$ cat src/rtl/carrier_pkg.sv
`timescale 1ns/1ps
package carrier_pkg;

    // Preload window sequencer states
    typedef enum logic [1:0] {
        PL_IDLE = 2'd0,
        PL_ARM  = 2'd1,
        PL_WAIT = 2'd2,
        PL_ON   = 2'd3
    } pl_state_t;

    // Antenna driver pin bundle
    typedef struct packed {
        logic lvl_a;
        logic lvl_b;
        logic oe;
    } drive_t;

    // Clamp an integer into [lo, hi]
    function automatic int clamp_int(input int v, input int lo, input int hi);
        if (v < lo) return lo;
        if (v > hi) return hi;
        return v;
    endfunction

    // Wrap an integer into [0, m)
    function automatic int wrap_mod(input int v, input int m);
        int r;
        r = v % m;
        if (r < 0) r = r + m;
        return r;
    endfunction

    function automatic int max3(input int a, input int b, input int c);
        int m;
        m = (a > b) ? a : b;
        return (m > c) ? m : c;
    endfunction

endpackage

$ cat src/rtl/carrier_divider.sv
`timescale 1ns/1ps
module carrier_divider #(
    parameter int CLK_PER_STEP   = 2,
    parameter int STEPS_PER_CYC  = 32,
    localparam int PERIOD        = CLK_PER_STEP * STEPS_PER_CYC,
    localparam int PW            = $clog2(PERIOD)
) (
    input  logic          clk,
    input  logic          rst,
    output logic [PW-1:0] pos,
    output logic          carrier_hi
);
    localparam int HALF = PERIOD / 2;

    always_ff @(posedge clk) begin
        if (rst) begin
            pos <= '0;
        end else if (pos == PW'(PERIOD - 1)) begin
            pos <= '0;
        end else begin
            pos <= pos + PW'(1);
        end
    end

    // High for the first half of the cycle, falling edge where pos reaches HALF
    assign carrier_hi = (pos < PW'(HALF));

endmodule

$ cat src/rtl/phase_capture.sv
`timescale 1ns/1ps
module phase_capture
    import carrier_pkg::*;
#(
    parameter int CODE_W   = 5,
    parameter int PH_MIN   = -7,
    parameter int PH_MAX   = 8,
    parameter int PH_RESET = 1
) (
    input  logic                     clk,
    input  logic                     rst,
    input  logic                     load,
    input  logic signed [CODE_W-1:0] code_in,
    output logic signed [CODE_W-1:0] phase_q
);
    logic signed [CODE_W-1:0] code_sat;

    always_comb begin
        code_sat = CODE_W'(clamp_int(int'(code_in), PH_MIN, PH_MAX));
    end

    always_ff @(posedge clk) begin
        if (rst) begin
            phase_q <= CODE_W'(PH_RESET);
        end else if (load) begin
            phase_q <= code_sat;
        end
    end

endmodule

$ cat src/rtl/strobe_gen.sv
`timescale 1ns/1ps
module strobe_gen
    import carrier_pkg::*;
#(
    parameter int CLK_PER_STEP  = 2,
    parameter int STEPS_PER_CYC = 32,
    parameter int CODE_W        = 5,
    localparam int PERIOD       = CLK_PER_STEP * STEPS_PER_CYC,
    localparam int PW           = $clog2(PERIOD)
) (
    input  logic [PW-1:0]            pos,
    input  logic signed [CODE_W-1:0] phase,
    output logic                     hit
);
    localparam int HALF = PERIOD / 2;

    int tgt;

    always_comb begin
        // Reference is the falling edge of the carrier at pos == HALF
        tgt = wrap_mod(HALF + int'(phase) * CLK_PER_STEP, PERIOD);
        hit = (pos == tgt[PW-1:0]);
    end

endmodule

$ cat src/rtl/preload_timer.sv
`timescale 1ns/1ps
module preload_timer
    import carrier_pkg::*;
#(
    parameter int DLY_DRV  = 2048,
    parameter int DLY_WAKE = 4144,
    parameter int WIN_LEN  = 1024,
    localparam int CW      = $clog2(max3(DLY_DRV, DLY_WAKE, WIN_LEN) + 1)
) (
    input  logic clk,
    input  logic rst,
    input  logic wake,
    input  logic drv_rise,
    input  logic clk_ok,
    output logic window,
    output logic ready
);
    pl_state_t     state;
    logic [CW-1:0] cnt;
    logic [CW-1:0] lim;

    always_ff @(posedge clk) begin
        if (rst) begin
            state <= PL_ARM;
            cnt   <= '0;
            lim   <= CW'(DLY_WAKE - 1);
        end else if (wake) begin
            state <= PL_ARM;
            cnt   <= '0;
            lim   <= CW'(DLY_WAKE - 1);
        end else if (drv_rise && state != PL_ARM) begin
            state <= PL_WAIT;
            cnt   <= '0;
            lim   <= CW'(DLY_DRV - 1);
        end else begin
            unique case (state)
                PL_ARM: begin
                    if (clk_ok) begin
                        state <= PL_WAIT;
                        cnt   <= '0;
                        lim   <= CW'(DLY_WAKE - 1);
                    end
                end
                PL_WAIT: begin
                    if (cnt == lim) begin
                        state <= PL_ON;
                        cnt   <= '0;
                    end else begin
                        cnt <= cnt + CW'(1);
                    end
                end
                PL_ON: begin
                    if (cnt == CW'(WIN_LEN - 1)) begin
                        state <= PL_IDLE;
                        cnt   <= '0;
                    end else begin
                        cnt <= cnt + CW'(1);
                    end
                end
                default: begin
                    cnt <= '0;
                end
            endcase
        end
    end

    assign window = (state == PL_ON);
    assign ready  = (state == PL_IDLE);

endmodule

$ cat src/rtl/carrier_timing.sv
`timescale 1ns/1ps
module carrier_timing
    import carrier_pkg::*;
#(
    parameter int CLK_PER_STEP  = 2,
    parameter int STEPS_PER_CYC = 32,
    parameter int CODE_W        = 5,
    parameter int PH_MIN        = -7,
    parameter int PH_MAX        = 8,
    parameter int PH_RESET      = 1,
    parameter int DLY_DRV       = 2048,
    parameter int DLY_WAKE      = 4144,
    parameter int WIN_LEN       = 1024
) (
    input  logic              clk,
    input  logic              rst,
    input  logic              drv_en,
    input  logic              wake,
    input  logic              clk_ok,
    input  logic [CODE_W-1:0] phase_code,
    output logic              td1,
    output logic              td2,
    output logic              td_oe,
    output logic              smp_strobe,
    output logic              preload,
    output logic              demod_ready
);
    localparam int PERIOD = CLK_PER_STEP * STEPS_PER_CYC;
    localparam int PW     = $clog2(PERIOD);

    logic [PW-1:0]            pos;
    logic                     carrier_hi;
    logic signed [CODE_W-1:0] phase_q;
    logic                     hit;
    logic                     drv_q;
    logic                     drv_rise;
    drive_t                   drv;

    carrier_divider #(
        .CLK_PER_STEP (CLK_PER_STEP),
        .STEPS_PER_CYC(STEPS_PER_CYC)
    ) u_div (
        .clk       (clk),
        .rst       (rst),
        .pos       (pos),
        .carrier_hi(carrier_hi)
    );

    phase_capture #(
        .CODE_W  (CODE_W),
        .PH_MIN  (PH_MIN),
        .PH_MAX  (PH_MAX),
        .PH_RESET(PH_RESET)
    ) u_phase (
        .clk    (clk),
        .rst    (rst),
        .load   (wake),
        .code_in($signed(phase_code)),
        .phase_q(phase_q)
    );

    strobe_gen #(
        .CLK_PER_STEP (CLK_PER_STEP),
        .STEPS_PER_CYC(STEPS_PER_CYC),
        .CODE_W       (CODE_W)
    ) u_strobe (
        .pos  (pos),
        .phase(phase_q),
        .hit  (hit)
    );

    always_ff @(posedge clk) begin
        if (rst) begin
            drv_q <= 1'b0;
        end else begin
            drv_q <= drv_en;
        end
    end

    assign drv_rise = drv_en & ~drv_q;

    preload_timer #(
        .DLY_DRV (DLY_DRV),
        .DLY_WAKE(DLY_WAKE),
        .WIN_LEN (WIN_LEN)
    ) u_pre (
        .clk     (clk),
        .rst     (rst),
        .wake    (wake),
        .drv_rise(drv_rise),
        .clk_ok  (clk_ok),
        .window  (preload),
        .ready   (demod_ready)
    );

    always_comb begin
        if (drv_en) begin
            drv.lvl_a = carrier_hi;
            drv.lvl_b = (pos >= PW'(PERIOD / 2));
            drv.oe    = 1'b1;
        end else begin
            drv.lvl_a = 1'b0;
            drv.lvl_b = 1'b0;
            drv.oe    = 1'b0;
        end
    end

    assign td1        = drv.lvl_a;
    assign td2        = drv.lvl_b;
    assign td_oe      = drv.oe;
    assign smp_strobe = hit & drv_en & ~preload;

endmodule

$ cat config.mk
export PLATFORM = sky130hd
export DESIGN_NAME = carrier_timing
export DESIGN_NICKNAME = d
export VERILOG_FILES = /design/src/rtl/carrier_pkg.sv /design/src/rtl/carrier_divider.sv /design/src/rtl/phase_capture.sv /design/src/rtl/strobe_gen.sv /design/src/rtl/preload_timer.sv /design/src/rtl/carrier_timing.sv
export SDC_FILE = /design/constraint.sdc
export NUM_CORES = 1
export LEC_CHECK = 0
export ABC_AREA = 1
export BUFFER_PORTS_ARGS = -buffer_cell sky130_fd_sc_hd__buf_2
export CELL_PAD_IN_SITES_DETAIL_PLACEMENT = 0
export CELL_PAD_IN_SITES_GLOBAL_PLACEMENT = 2
export CORE_UTILIZATION = 34
export CTS_CLUSTER_SIZE = 20
export DETAILED_ROUTE_END_ITERATION = 6
export PLACE_DENSITY_LB_ADDON = 0.1
export SLEW_MARGIN = 15
export SYNTH_ARGS = -nofsm -noshare
export SYNTH_HDL_FRONTEND = slang
export SYNTH_SLANG_ARGS = --single-unit
$ cat constraint.sdc
create_clock -name clk -period 3.5 [get_ports clk]
set_input_delay 0.175 -clock clk [delete_from_list [all_inputs] [get_ports clk]]
set_output_delay 0.175 -clock clk [all_outputs]
set_load 0.01 [all_outputs]
==> out/summary.txt <==
drc violations: 0
first-pass GRT wire length: 6092 um
ys async rst share: 0
Worst Hold Launch: rst
Setup Buffers After CTS: 0
Worst-Margin Slew: 0.9689 ns
Peak VDD IR: 0.1763 mV
crit path DAT: 2.00 ns
crit path max fanout: 13
Overall Global Routing Usage: 0.1591
Synth Flop Type: dfxtp_1
Fin. Hold Viols: 0
Synth cell types: 31
layout filler cell count: 492
YS warnings: 0
Final Setup Violations: 0
Post-Synth XOR/XNOR Area: 0.03360
unrepaired setup endpoints after global routing: false
Max H-tree Level: 2
Hold Path Class: in -> reg
startpoint types: register
Clk Latency, worst-skew pair: 0.27 ns
CP endpoint kind: register
vias: 1,464
# rows: 24
Synth Area in Adders: 0.02400
width of the die: 69.83 um
diodes inserted: 0
headroom to the max-slew limit: 0.3517
Static Leak: 0.0007839 uW
NumNets Final: 267
routability cong.: 0.7353
clock buffer depth: 2
post-DR wirelength/cell: 11.59 um
share of the yosys chip area belonging to registers: 0.3712
Num CTS Buffers: 5
initial core utilization: 0.3567
Seq pwr share: 0.446
Setup Skew: 0.002334 ns
Area Growth Syn to Fin: 14.88%
total negative slack: 0 ns
post-synth top area cell: dfxtp_1
drt via density: 4.769
combinational power share: 0.093
flop and latch count out of synthesis: 29
Post-CTS Hold Buffers: 0
type of the worst setup path: reg -> reg
FMAX: 541.5 MHz
Final ANT Viol Nets: 0
post-synthesis simple-gate area fraction: 0.3376
reg2reg setup slack: 1.65 ns
Cell Int Power: 596.6 uW
worst r2r src: u_pre.state[0]
max cap viols: 0
clock-pin slew on the worst setup and hold paths: 0.06 ns
CP peak stage delay: 0.74 ns
Sw Share: 0.2377
Syn Area/Cell: 6.655 sq um
post-detail-place hpwl: 2606 um
fin crit share: 0.5276
pwr dens: 435.6 nW/um^2
share of the synthesized area in the top cell type: 0.3712
Reg-to-Reg End: u_pre.state[0]
Post-Route WL: 3557 um
worst reg2reg path depth: 7
post_cts resized: 0
Post-Syn Instances: 235
multiplexer share of the synthesized area: 0
outcome: completed
Final Instance Area: 1797 sq um
clock sinks: 29
share of cells above drive strength 1: 0.1255
Cell Chain, Critical Path: nand2_1 > nor2_1 > inv_1 > nand2_1 > inv_1 > nand4_1 > nand3_1
total grt overflow: 0
slowest stage cell on the critical path: nor2_1
Max Transition Viols Final: 0
Pre-Repair DR Iteration Count: 4
input/output buffers: 15
Syn Std Cell Area: 1564 sq um
CP required: 3.65 ns
worst hold endpoint: drv_q
Compound-Gate Fraction of Synth Area: 0.1320
placed instance area: 1680 sq um
largest net degree at the start of global routing: 14
total die area: 4876 sq um
Mapped Nets: 248
Clock Power Share: 0.461
count leader, synth: nand2_1
core footprint: 4384 sq um
antenna violations before repair: 0
root buf cell: clkbuf_8
commonest cells in the synthesized netlist: nand2_1 (66), inv_1 (36), dfxtp_1 (29), nor2_1 (24), nand3_1 (14)
Final min period: 1.847 ns
synth top area cells: dfxtp_1 (37%), nand2_1 (16%), inv_1 (8.6%), nor2_1 (5.8%), nand3_1 (4.5%)
Worst Hold Path Cells: 2
combinational family with the most area after synthesis: simple AND/OR/NAND/NOR gates
I/O Pins: 16
Post-synth EDFFs: 0
CTS tree: yes
initial DRC count: 56
Die H: 69.83 um
NetSw: 186.1 uW
number of global-route vias before repair: 1,326
cell type report:
type / count / area (sq um) / area share
Clock buffer: 7 / 86.33 / 0.04805
Tap cell: 52 / 65.06 / 0.03621
Clock inverter: 1 / 30.03 / 0.01671
Timing Repair Buffer: 15 / 75.07 / 0.04178
Inverter: 36 / 135.1 / 0.07521
Sequential cell: 29 / 580.6 / 0.3231
Multi-Input combinational cell: 167 / 824.5 / 0.4589
worst max-delay path: cells and delay by family (launching register included):
kind / cells / cell delay [ns]
buffers and inverters: 2 / 0.20
flip-flops: 1 / 0.41
AND/OR/NAND/NOR: 5 / 1.11
how the worst max path moves through the flow:
stage / from / end / slack (ns) / cells past startpoint
floorplan: u_pre.cnt[0] / u_pre.cnt[10] / 2.03 / 12
global placement: u_pre.state[0] / u_pre.state[0] / 1.71 / 7
detailed placement: u_pre.state[0] / u_pre.state[0] / 1.66 / 7
CTS: u_pre.state[0] / u_pre.state[0] / 1.64 / 7
global route: u_pre.state[0] / u_pre.state[0] / 1.39 / 7
finish: u_pre.state[0] / u_pre.state[0] / 1.65 / 7
routing by layer:
| layer | wire length [um] | up-vias | GRT usage |
|---|---|---|---|
| li1 | - | 786 | - |
| met1 | 2028 | 645 | 0.2423 |
| met2 | 1330 | 28 | 0.2094 |
| met3 | 159 | 5 | 0.04651 |
| met4 | 38 | 0 | 0.05333 |
| met5 | 0 | - | 0 |
sequential cells by signal (all words and copies together), names as in the netlist:
name / flops
drv_q: 1
u_div.pos: 6
u_phase.phase_q: 5
u_pre.cnt: 13
u_pre.lim: 2
u_pre.state: 2
cells by family (layout without fill, tap and decap cells):
group | Yosys count | in the layout
flip-flops | 29 | 29
AO/OA/AOI/OAI | 36 | 36
XOR/XNOR | 6 | 6
AND/OR/NAND/NOR | 122 | 122
adder cells (fa/ha/maj) | 3 | 3
buffers and inverters | 39 | 59
power by group through the flow:
stage	combinational, uW	sequential (uW)	clock, uW
floorplan	53.0	354	0
global placement	74.2	356	0
global route	85.3	351	390
detailed placement	73.3	356	0
CTS	73.7	349	376
finish	72.9	349	361
placed cells by master, fill, tap and decap left out, drive strengths merged, types with 5 or more instances in the layout:
master,count
nand4,5
buf,15
inv,36
nand3,16
o21ai,13
nand2,69
a21oi,14
clkbuf,7
nor2,26
dfxtp,29
stage by stage:
| stage | util | hold slack (ns) | setup slack [ns] | std cells | power, uW |
|---|---|---|---|---|---|
| floorplan | - | 0.2474 | 2.033 | 235 | 407.0 |
| global placement | 0.3833 | 0.3900 | 1.715 | 299 | 430.4 |
| detailed placement | 0.3833 | 0.3918 | 1.659 | 299 | 429.7 |
| CTS | 0.4098 | 0.08788 | 1.643 | 307 | 798.4 |
| global route | 0.4098 | 0.1001 | 1.391 | 307 | 826.3 |
| finish | 0.4098 | 0.09790 | 1.653 | 307 | 782.6 |
Power figures use the tool's default switching activity.
